## config.mk

```make
export PLATFORM = sky130hd
export DESIGN_NAME = i2c_word_regslave
export DESIGN_NICKNAME = d
export VERILOG_FILES = /design/src/rtl/i2cw_pkg.sv /design/src/rtl/i2cw_line_sync.sv /design/src/rtl/i2cw_bus_cond.sv /design/src/rtl/i2cw_proto.sv /design/src/rtl/i2c_word_regslave.sv
export SDC_FILE = /design/constraint.sdc
export NUM_CORES = 1
export LEC_CHECK = 0
export BUFFER_PORTS_ARGS = -buffer_cell sky130_fd_sc_hd__buf_2
export CAP_MARGIN = 30
export CORE_MARGIN = 2
export CORE_UTILIZATION = 60
export DETAILED_ROUTE_END_ITERATION = 16
export PLACE_DENSITY = 0.84
export SKIP_LAST_GASP = 1
export SLEW_MARGIN = 10
export SYNTH_ARGS = -nofsm -noshare
export SYNTH_HDL_FRONTEND = slang
export SYNTH_SLANG_ARGS = --single-unit
export TNS_END_PERCENT = 100
```

## constraint.sdc

```tcl
create_clock -name clk -period 4.6 [get_ports clk]
set_input_delay 0.92 -clock clk [delete_from_list [all_inputs] [get_ports clk]]
set_output_delay 0.92 -clock clk [all_outputs]
set_load 0.02 [all_outputs]
```

## src/rtl/i2cw_pkg.sv

```systemverilog
package i2cw_pkg;
   typedef enum logic [2:0] {
      PH_IDLE,
      PH_DEV,
      PH_RX,
      PH_ACK,
      PH_TX,
      PH_TXACK
   } phase_t;
endpackage

```

## src/rtl/i2cw_line_sync.sv

```systemverilog
module i2cw_line_sync #(
   parameter int STAGES = 2
) (
   input  logic clk,
   input  logic rst_n,
   input  logic din,
   output logic dout
);
   logic [STAGES-1:0] chain;

   always_ff @(posedge clk or negedge rst_n) begin
      if (!rst_n) chain <= '1;
      else        chain <= {chain[STAGES-2:0], din};
   end

   assign dout = chain[STAGES-1];
endmodule

```

## src/rtl/i2cw_bus_cond.sv

```systemverilog
module i2cw_bus_cond (
   input  logic clk,
   input  logic rst_n,
   input  logic scl,
   input  logic sda,
   output logic scl_rise,
   output logic scl_fall,
   output logic start_evt,
   output logic stop_evt
);
   logic scl_q, sda_q;

   always_ff @(posedge clk or negedge rst_n) begin
      if (!rst_n) begin
         scl_q <= 1'b1;
         sda_q <= 1'b1;
      end else begin
         scl_q <= scl;
         sda_q <= sda;
      end
   end

   assign scl_rise  =  scl & ~scl_q;
   assign scl_fall  = ~scl &  scl_q;
   assign start_evt =  scl &  scl_q & ~sda &  sda_q;
   assign stop_evt  =  scl &  scl_q &  sda & ~sda_q;
endmodule

```

## src/rtl/i2cw_proto.sv

```systemverilog
module i2cw_proto
   import i2cw_pkg::*;
#(
   parameter logic [6:0] DEV_ADDR = 7'h2A,
   parameter int         AW       = 16,
   parameter int         DW       = 16
) (
   input  logic          clk,
   input  logic          rst_n,
   input  logic          scl_rise,
   input  logic          scl_fall,
   input  logic          sda_in,
   input  logic          start_evt,
   input  logic          stop_evt,
   output logic          sda_oe,
   output logic          reg_wr_en,
   output logic          reg_rd_en,
   output logic [AW-1:0] reg_addr,
   output logic [DW-1:0] reg_wdata,
   input  logic [DW-1:0] reg_rdata,
   output logic          idle_o
);
   localparam int ABYTES = AW / 8;
   localparam int DBYTES = DW / 8;
   localparam int ACW    = $clog2(ABYTES + 1);
   localparam int DCW    = $clog2(DBYTES + 1);

   phase_t          phase;
   logic [3:0]      bit_cnt;
   logic [7:0]      shreg;
   logic            reading;
   logic            mack;
   logic            oe;
   logic [ACW-1:0]  a_cnt;
   logic [DCW-1:0]  w_cnt;
   logic [DCW-1:0]  tx_cnt;
   logic [AW-1:0]   ptr;
   logic [AW-1:0]   pacc;
   logic [DW-1:0]   wbuf;
   logic [DW-1:0]   wdata_q;
   logic [DW-1:0]   tx_sh;
   logic            wr_q, rd_q, cap_q;

   always_ff @(posedge clk or negedge rst_n) begin
      if (!rst_n) begin
         phase   <= PH_IDLE;
         bit_cnt <= '0;
         shreg   <= '0;
         reading <= 1'b0;
         mack    <= 1'b0;
         oe      <= 1'b0;
         a_cnt   <= '0;
         w_cnt   <= '0;
         tx_cnt  <= '0;
         ptr     <= '0;
         pacc    <= '0;
         wbuf    <= '0;
         wdata_q <= '0;
         tx_sh   <= '0;
         wr_q    <= 1'b0;
         rd_q    <= 1'b0;
         cap_q   <= 1'b0;
      end else begin
         wr_q  <= 1'b0;
         rd_q  <= 1'b0;
         cap_q <= rd_q;
         if (cap_q) tx_sh <= reg_rdata;
         if (wr_q)  ptr   <= ptr + 1'b1;

         if (start_evt) begin
            phase   <= PH_DEV;
            bit_cnt <= '0;
            oe      <= 1'b0;
            w_cnt   <= '0;
         end else if (stop_evt) begin
            phase   <= PH_IDLE;
            oe      <= 1'b0;
            w_cnt   <= '0;
         end else if (scl_rise) begin
            case (phase)
               PH_DEV, PH_RX: begin
                  if (bit_cnt != 4'd8) begin
                     shreg   <= {shreg[6:0], sda_in};
                     bit_cnt <= bit_cnt + 4'd1;
                  end
               end
               PH_TXACK: mack <= ~sda_in;
               default: ;
            endcase
         end else if (scl_fall) begin
            case (phase)
               PH_DEV: begin
                  if (bit_cnt == 4'd8) begin
                     bit_cnt <= '0;
                     if (shreg[7:1] == DEV_ADDR) begin
                        phase   <= PH_ACK;
                        oe      <= 1'b1;
                        reading <= shreg[0];
                        a_cnt   <= '0;
                        w_cnt   <= '0;
                        tx_cnt  <= '0;
                        if (shreg[0]) rd_q <= 1'b1;
                     end else begin
                        phase <= PH_IDLE;
                        oe    <= 1'b0;
                     end
                  end
               end
               PH_RX: begin
                  if (bit_cnt == 4'd8) begin
                     bit_cnt <= '0;
                     phase   <= PH_ACK;
                     oe      <= 1'b1;
                     if (a_cnt != ACW'(ABYTES)) begin
                        pacc  <= {pacc[AW-9:0], shreg};
                        a_cnt <= a_cnt + 1'b1;
                        if (a_cnt == ACW'(ABYTES - 1)) ptr <= {pacc[AW-9:0], shreg};
                     end else begin
                        wbuf <= {wbuf[DW-9:0], shreg};
                        if (w_cnt == DCW'(DBYTES - 1)) begin
                           w_cnt   <= '0;
                           wr_q    <= 1'b1;
                           wdata_q <= {wbuf[DW-9:0], shreg};
                        end else begin
                           w_cnt <= w_cnt + 1'b1;
                        end
                     end
                  end
               end
               PH_ACK: begin
                  if (reading) begin
                     phase   <= PH_TX;
                     oe      <= ~tx_sh[DW-1];
                     tx_sh   <= tx_sh << 1;
                     bit_cnt <= 4'd1;
                  end else begin
                     phase   <= PH_RX;
                     oe      <= 1'b0;
                     bit_cnt <= '0;
                  end
               end
               PH_TX: begin
                  if (bit_cnt == 4'd8) begin
                     oe      <= 1'b0;
                     phase   <= PH_TXACK;
                     bit_cnt <= '0;
                     if (tx_cnt == DCW'(DBYTES - 1)) begin
                        tx_cnt <= '0;
                        ptr    <= ptr + 1'b1;
                        rd_q   <= 1'b1;
                     end else begin
                        tx_cnt <= tx_cnt + 1'b1;
                     end
                  end else begin
                     oe      <= ~tx_sh[DW-1];
                     tx_sh   <= tx_sh << 1;
                     bit_cnt <= bit_cnt + 4'd1;
                  end
               end
               PH_TXACK: begin
                  if (mack) begin
                     phase   <= PH_TX;
                     oe      <= ~tx_sh[DW-1];
                     tx_sh   <= tx_sh << 1;
                     bit_cnt <= 4'd1;
                  end else begin
                     phase <= PH_IDLE;
                     oe    <= 1'b0;
                  end
               end
               default: ;
            endcase
         end
      end
   end

   assign sda_oe    = oe;
   assign reg_wr_en = wr_q;
   assign reg_rd_en = rd_q;
   assign reg_addr  = ptr;
   assign reg_wdata = wdata_q;
   assign idle_o    = (phase == PH_IDLE);
endmodule

```

## src/rtl/i2c_word_regslave.sv

```systemverilog
module i2c_word_regslave #(
   parameter logic [6:0] DEV_ADDR    = 7'h2A,
   parameter int         AW          = 16,
   parameter int         DW          = 16,
   parameter int         SYNC_STAGES = 2
) (
   input  logic          clk,
   input  logic          rst_n,
   input  logic          scl_i,
   input  logic          sda_i,
   output logic          sda_oe,
   output logic          reg_wr_en,
   output logic          reg_rd_en,
   output logic [AW-1:0] reg_addr,
   output logic [DW-1:0] reg_wdata,
   input  logic [DW-1:0] reg_rdata
);
   localparam int NLINES = 2;

   if (AW < 16 || (AW % 8) != 0) begin : g_bad_aw
      $error("AW must be a multiple of 8 and at least 16");
   end
   if (DW < 16 || (DW % 8) != 0) begin : g_bad_dw
      $error("DW must be a multiple of 8 and at least 16");
   end
   if (SYNC_STAGES < 2) begin : g_bad_sync
      $error("SYNC_STAGES must be at least 2");
   end

   logic [NLINES-1:0] raw_lines, synced;
   logic scl_s, sda_s;
   logic scl_rise, scl_fall, start_evt, stop_evt;
   logic proto_idle;

   assign raw_lines = {sda_i, scl_i};

   for (genvar g = 0; g < NLINES; g++) begin : g_sync
      i2cw_line_sync #(.STAGES(SYNC_STAGES)) u_sync (
         .clk  (clk),
         .rst_n(rst_n),
         .din  (raw_lines[g]),
         .dout (synced[g])
      );
   end

   assign scl_s = synced[0];
   assign sda_s = synced[1];

   i2cw_bus_cond u_cond (
      .clk      (clk),
      .rst_n    (rst_n),
      .scl      (scl_s),
      .sda      (sda_s),
      .scl_rise (scl_rise),
      .scl_fall (scl_fall),
      .start_evt(start_evt),
      .stop_evt (stop_evt)
   );

   i2cw_proto #(.DEV_ADDR(DEV_ADDR), .AW(AW), .DW(DW)) u_proto (
      .clk      (clk),
      .rst_n    (rst_n),
      .scl_rise (scl_rise),
      .scl_fall (scl_fall),
      .sda_in   (sda_s),
      .start_evt(start_evt),
      .stop_evt (stop_evt),
      .sda_oe   (sda_oe),
      .reg_wr_en(reg_wr_en),
      .reg_rd_en(reg_rd_en),
      .reg_addr (reg_addr),
      .reg_wdata(reg_wdata),
      .reg_rdata(reg_rdata),
      .idle_o   (proto_idle)
   );
endmodule

```

---- Word level (Yosys, flattened, before mapping) ----
Index checks and enable logic that the tools add are counted.
operators by class
  equality and inequality tests ........... 29
  muxes and demuxes ....................... 87
  reduce and logical (&&, ||, !) cells .... 19
  bitwise logic cells ..................... 16
  add/subtract/negate cells ............... 5
operator list
  operator                 count
  $mux W16                 18
  $pmux W16 S3             1
  $mux W4                  9
  $reduce_and A7 Y1        5
  $pmux W16 S2             1
  $mux W1                  28
  $mux W2                  14
  $mux W3                  9
  $ne A4 B3 Y1 const B     5
  $add A16 B1 Y16 const B  1
  $pmux W4 S4              1
  $reduce_and A8 Y1        2
  $pmux W3 S5              1
  $pmux W2 S2              3
  $ne A2 B1 Y1 const B     5
  $reduce_and A5 Y1        2
  $not A1 Y1               9
  $reduce_and A9 Y1        1
  $ne A4 B4 Y1 const B     2
  $and A1 B1 Y1            7
  $eq A7 B6 Y1 const B     1
  $reduce_bool A7 Y1       1
  $add A2 B1 Y2 const B    3
  $eq A2 B1 Y1 const B     3
  other kinds (18)         24
word-level totals
  flip-flop bits (word level) ............. 97

---- Longest topological paths before layout ----
  depth in word-level cells ............... 10
  gate-level depth with buffers ........... 9

---- Hierarchy ----
From an unflattened synthesis, not the netlist that was laid out.
second synthesis, totals
  cell total of the unflattened synthesis .. 484
  area, all modules ....................... 5099.9 um^2
modules (own cells, without submodules)
  module          cells each  area an instance (um^2)  times used  seq. area each (um^2)
  i2cw_proto      474         4909.7                   1           2277.2
  i2cw_line_sync  2           52.6                     2           52.6
  i2cw_bus_cond   6           85.1                     1           52.6

---- Worst setup path after synthesis ----
Ideal clock, no wire load.
  path kind ............................... register -> register
  start ................................... register u_proto.bit_cnt[0]
  end ..................................... register u_proto.wdata_q[10] (netlist: u_proto.reg_wdata[10])
  slack ................................... 2.446 ns
  arrival ................................. 2.029 ns
  library setup time ...................... 0.125 ns
  cell stages (with the launch flop) ...... 10
  required time ........................... 4.475 ns
  cells stage by stage .................... dfrtp_1 -> inv_1 -> ha_1 -> nand3b_1 -> nor2_4 -> nand3_4 -> or3_1 -> buf_6 -> buf_12 -> mux2_4
between the ends
  word-level cells in the longest chain between the ends .. 2
RTL lines
  what                         line               RTL
  from (decl)                  i2cw_proto.sv:29   logic [3:0] bit_cnt;
  from (signal assigned)       i2cw_proto.sv:84   bit_cnt <= bit_cnt + 4'd1;
  from (signal assigned)       i2cw_proto.sv:157  bit_cnt <= bit_cnt + 4'd1;
  $eq A4 B4 Y1                 i2cw_proto.sv:110  if (bit_cnt == 4'd8) begin
  $reduce_and A8 Y1 (no line)  -
  to (signal assigned)         i2cw_proto.sv:123  wdata_q <= {wbuf[DW-9:0], shreg};
  to (decl)                    i2cw_proto.sv:40   logic [DW-1:0] wdata_q;
Every way passes these cells.
A chain may end at the register's enable or synchronous reset.

---- Final worst setup path ----
  start ................................... register u_proto.bit_cnt[0]
  end ..................................... register u_proto.wdata_q[8] (netlist: u_proto.reg_wdata[8])
Same word-level chain as after synthesis.

==> impl_metrics.toml <==
[placed_design]
place_congestion = 0.911
port_buffers = 54
place_ws_ns = 1.73
hpwl_um = 7080
placed_cell_area_um2 = 5140
dpl.cell_count = 591

[worst_hold_path]
min_from = "g_sync[1].u_sync.chain[0]$_DFF_PN1_"
hold_end = "g_sync[1].u_sync.chain[1]$_DFF_PN1_"
hold_path_depth = 0
hold_class = "reg -> reg"

[sta]
skew_ns = 0.0201
layout_min_cycle_time_ns = 2.91
setup_violations = 0
hold_ws_ns = 0.359
fmax_mhz = 343
slew_violations = 0
tightest_slew_ns = 0.903
finalCritPeriodShare = 0.634
layout_setup_ws_ns = 1.69
hold_viol_final = 0
slew_headroom = 0.398
tns_ns = 0
rsz0062_at_grt = "false"

[layout]
fin_cells = 609
syn_to_final_growth_pct = 10.3
finalInstanceArea_um2 = 5330
most-common-layout-cells = "91 x dfrtp_1, 53 x buf_2, 51 x nand2_1, 37 x o21ai_0, 32 x mux2_2"
fin_nets = 527
n_antenna_cell = 0
layout-drive-gt1-share = 0.249
layout_commonest_cell = "dfrtp_1"

[floorplan]
die_area_um2 = 8790
die_w_um = 93.8
die_h_um = 93.8
num_rows = 32
io_pins = 55
core_region_area_um2 = 7770
start_util = 0.622

[global_routing]
gr-total-overflow = 0
grt_max_degree = 62
antenna_found_initial = 0
grt_pass1_vias = 3495
track_usage = 0.252
grt_pass1_wl_um = 17300

[worst_setup_path]
cp_max_fo = 17
worst_r2r_endpoint = "u_proto.reg_wdata[8]$_DFFE_PN0P_"
start_kind = "register"
end_kind = "register"
worstPathRequired_ns = 4.86
rr_startpoint = "u_proto.bit_cnt[0]$_DFFE_PN0P_"
crit_type = "reg -> reg"
crit_slowest_cell = "or3_1"
regToRegSetupSlack_ns = 1.69
worst-r2r-cell-count = 7
path_cells = "inv_1 -> ha_1 -> nand3b_1 -> nor2_4 -> nand3_4 -> or3_1 -> mux2_4"
cpPeakStageDelay_ns = 0.74
critPathArrivalTime_ns = 3.17

[synthesis]
synth_edf_count = 0
ys_types = 59
yosysTopAreaCell = "dfrtp_1"
yosys_most_used_dff = "dfrtp_1"
syn_area_per_cell_um2 = 10.7
seq_area_frac_synth = 0.504
postSynthCellCount = 453
synth_top_area_share = 0.471
async_flop_share = 1.00
synthTopCellsByArea = "dfrtp_1 47%, mux2_2 7.5%, nand2_1 4.0%, o21ai_0 3.8%, mux2i_1 3.7%"
yosys_warnings = 0
synth_seq_cells = 97
synth_area_um2 = 4830
synth_nets = 478

[cts]
clkTransAtPathRegs_ns = 0.10
cts_buffers = 9
htreeDepth = 3
cts_tree = "built"
post_cts_buffers = 0
postCtsHoldBufs = 0
clock_path_buffers = 2
root_buffer = "clkbuf_8"
postCtsResizedCells = 0
clock_latency_ns = 0.37
clock-sinks = 97

[detailed_routing]
num_vias = 3770
drc = 0
vias_per_cell = 6.19
ant_nets = 0
firstDrtPassIters = 5
drt_wl_total_um = 10500
drtIter0Drc = 347
post_drt_wl_per_cell_um = 17.2

[run]
drv_cap = 0

[power_and_ir_drop]
leakage_nw = 2.40
peakVddDrop_uv = 245
power_density_nw_per_um2 = 301

[status]
outcome = "completed"
## critical path: cells and delay by family, from the launching register on
| kind | cells | cell delay, ns |
|---|---|---|
| DFF | 1 | 0.42 |
| buffers and inverters | 1 | 0.09 |
| muxes | 1 | 0.44 |
| and+or+nand+nor | 4 | 1.67 |
| adders and majority gates | 1 | 0.19 |
## through the flow
step	power, mW	utilization
3_5_place_dp	1.11	0.661
3_3_place_gp	1.10	0.661
5_1_grt	1.68	0.686
4_1_cts	1.61	0.684
6_report	1.60	0.686
2_1_floorplan	1.03	-
## worst max-delay path by stage
stage / start / to / slack, ns / depth (start not counted)
global placement: u_proto.bit_cnt[0]$_DFFE_PN0P_ / u_proto.reg_wdata[12]$_DFFE_PN0P_ / 1.87 / 7
CTS: u_proto.bit_cnt[0]$_DFFE_PN0P_ / u_proto.reg_wdata[8]$_DFFE_PN0P_ / 1.72 / 7
finish: u_proto.bit_cnt[0]$_DFFE_PN0P_ / u_proto.reg_wdata[8]$_DFFE_PN0P_ / 1.69 / 7
global route: u_proto.bit_cnt[0]$_DFFE_PN0P_ / u_proto.reg_wdata[15]$_DFFE_PN0P_ / 1.51 / 7
detailed placement: u_proto.bit_cnt[0]$_DFFE_PN0P_ / u_proto.reg_wdata[14]$_DFFE_PN0P_ / 1.73 / 7
floorplan: u_proto.bit_cnt[0]$_DFFE_PN0P_ / u_proto.reg_wdata[10]$_DFFE_PN0P_ / 2.45 / 9
## report_power, final
group          leakage [nW]  switching [mW]  total, mW  internal [mW]
clock network        0.0934           0.306      0.510          0.205
logic                  1.07          0.0548      0.110         0.0555
registers              1.24          0.0903      0.984          0.893
total                  2.40           0.451       1.60           1.15
## logic make-up after synthesis
| logic type | after synthesis | synth area share |
|---|---|---|
| and+or+nand+nor | 153 | 0.171 |
| adders and majority gates | 5 | 0.0129 |
| AOI/OAI and AO/OA | 99 | 0.126 |
| DFF | 97 | 0.504 |
| buffers and inverters | 32 | 0.0326 |
| xor gates and xnor gates | 8 | 0.0145 |
| muxes | 59 | 0.140 |
## cell type report
cell class	instances	area, um2
clock buffers	10	128
clock inverters	6	47.5
fillers	572	2440
inverters	13	48.8
multi-input cells	324	2250
flip-flops and latches	97	2430
well taps	102	128
repair buffers	57	299
## state kept, by name, indices dropped and copies added, names as in the netlist, 3 cells and up
name / count
u_proto.shreg: 8
u_proto.reg_addr: 16
u_proto.pacc: 8
u_proto.bit_cnt: 4
u_proto.wbuf: 8
g_sync.u_sync.chain: 4
u_proto.reg_wdata: 16
u_proto.tx_sh: 16
u_proto.phase: 3
## metal layers
layer  up-vias  track usage  wire (um)
li1       1747            -          -
met1      1825        0.368       4660
met2       178        0.380       4850
met3        20       0.0417        785
met4         0       0.0930        200
met5         -            0          0
## synthesized netlist by cell type (2+ instances only)
cell type and n:
o31ai_1 4, o21a_1 4, ha_1 5, nor2_1 24, nand3_1 12, a31oi_1 7, xor2_1 4, buf_2 2
xnor2_1 4, nor4_1 5, mux2i_1 18, a21o_1 2, mux2_4 9, nand2_1 51, a21oi_1 18, and3_1 6
inv_1 13, nor3b_1 3, clkbuf_1 12, nand4b_1 2, nand2b_1 6, dfstp_2 6, nor2b_1 6, o22ai_1 4
and3b_1 3, a22oi_1 5, o211ai_1 5, nor3_1 10, a22o_1 2, o21ai_0 37, buf_6 2, or3_1 3
nand3b_1 3, dfrtp_1 91, nand4_1 8, a211o_1 3, mux2_2 32
Power figures use the tool's default switching activity.
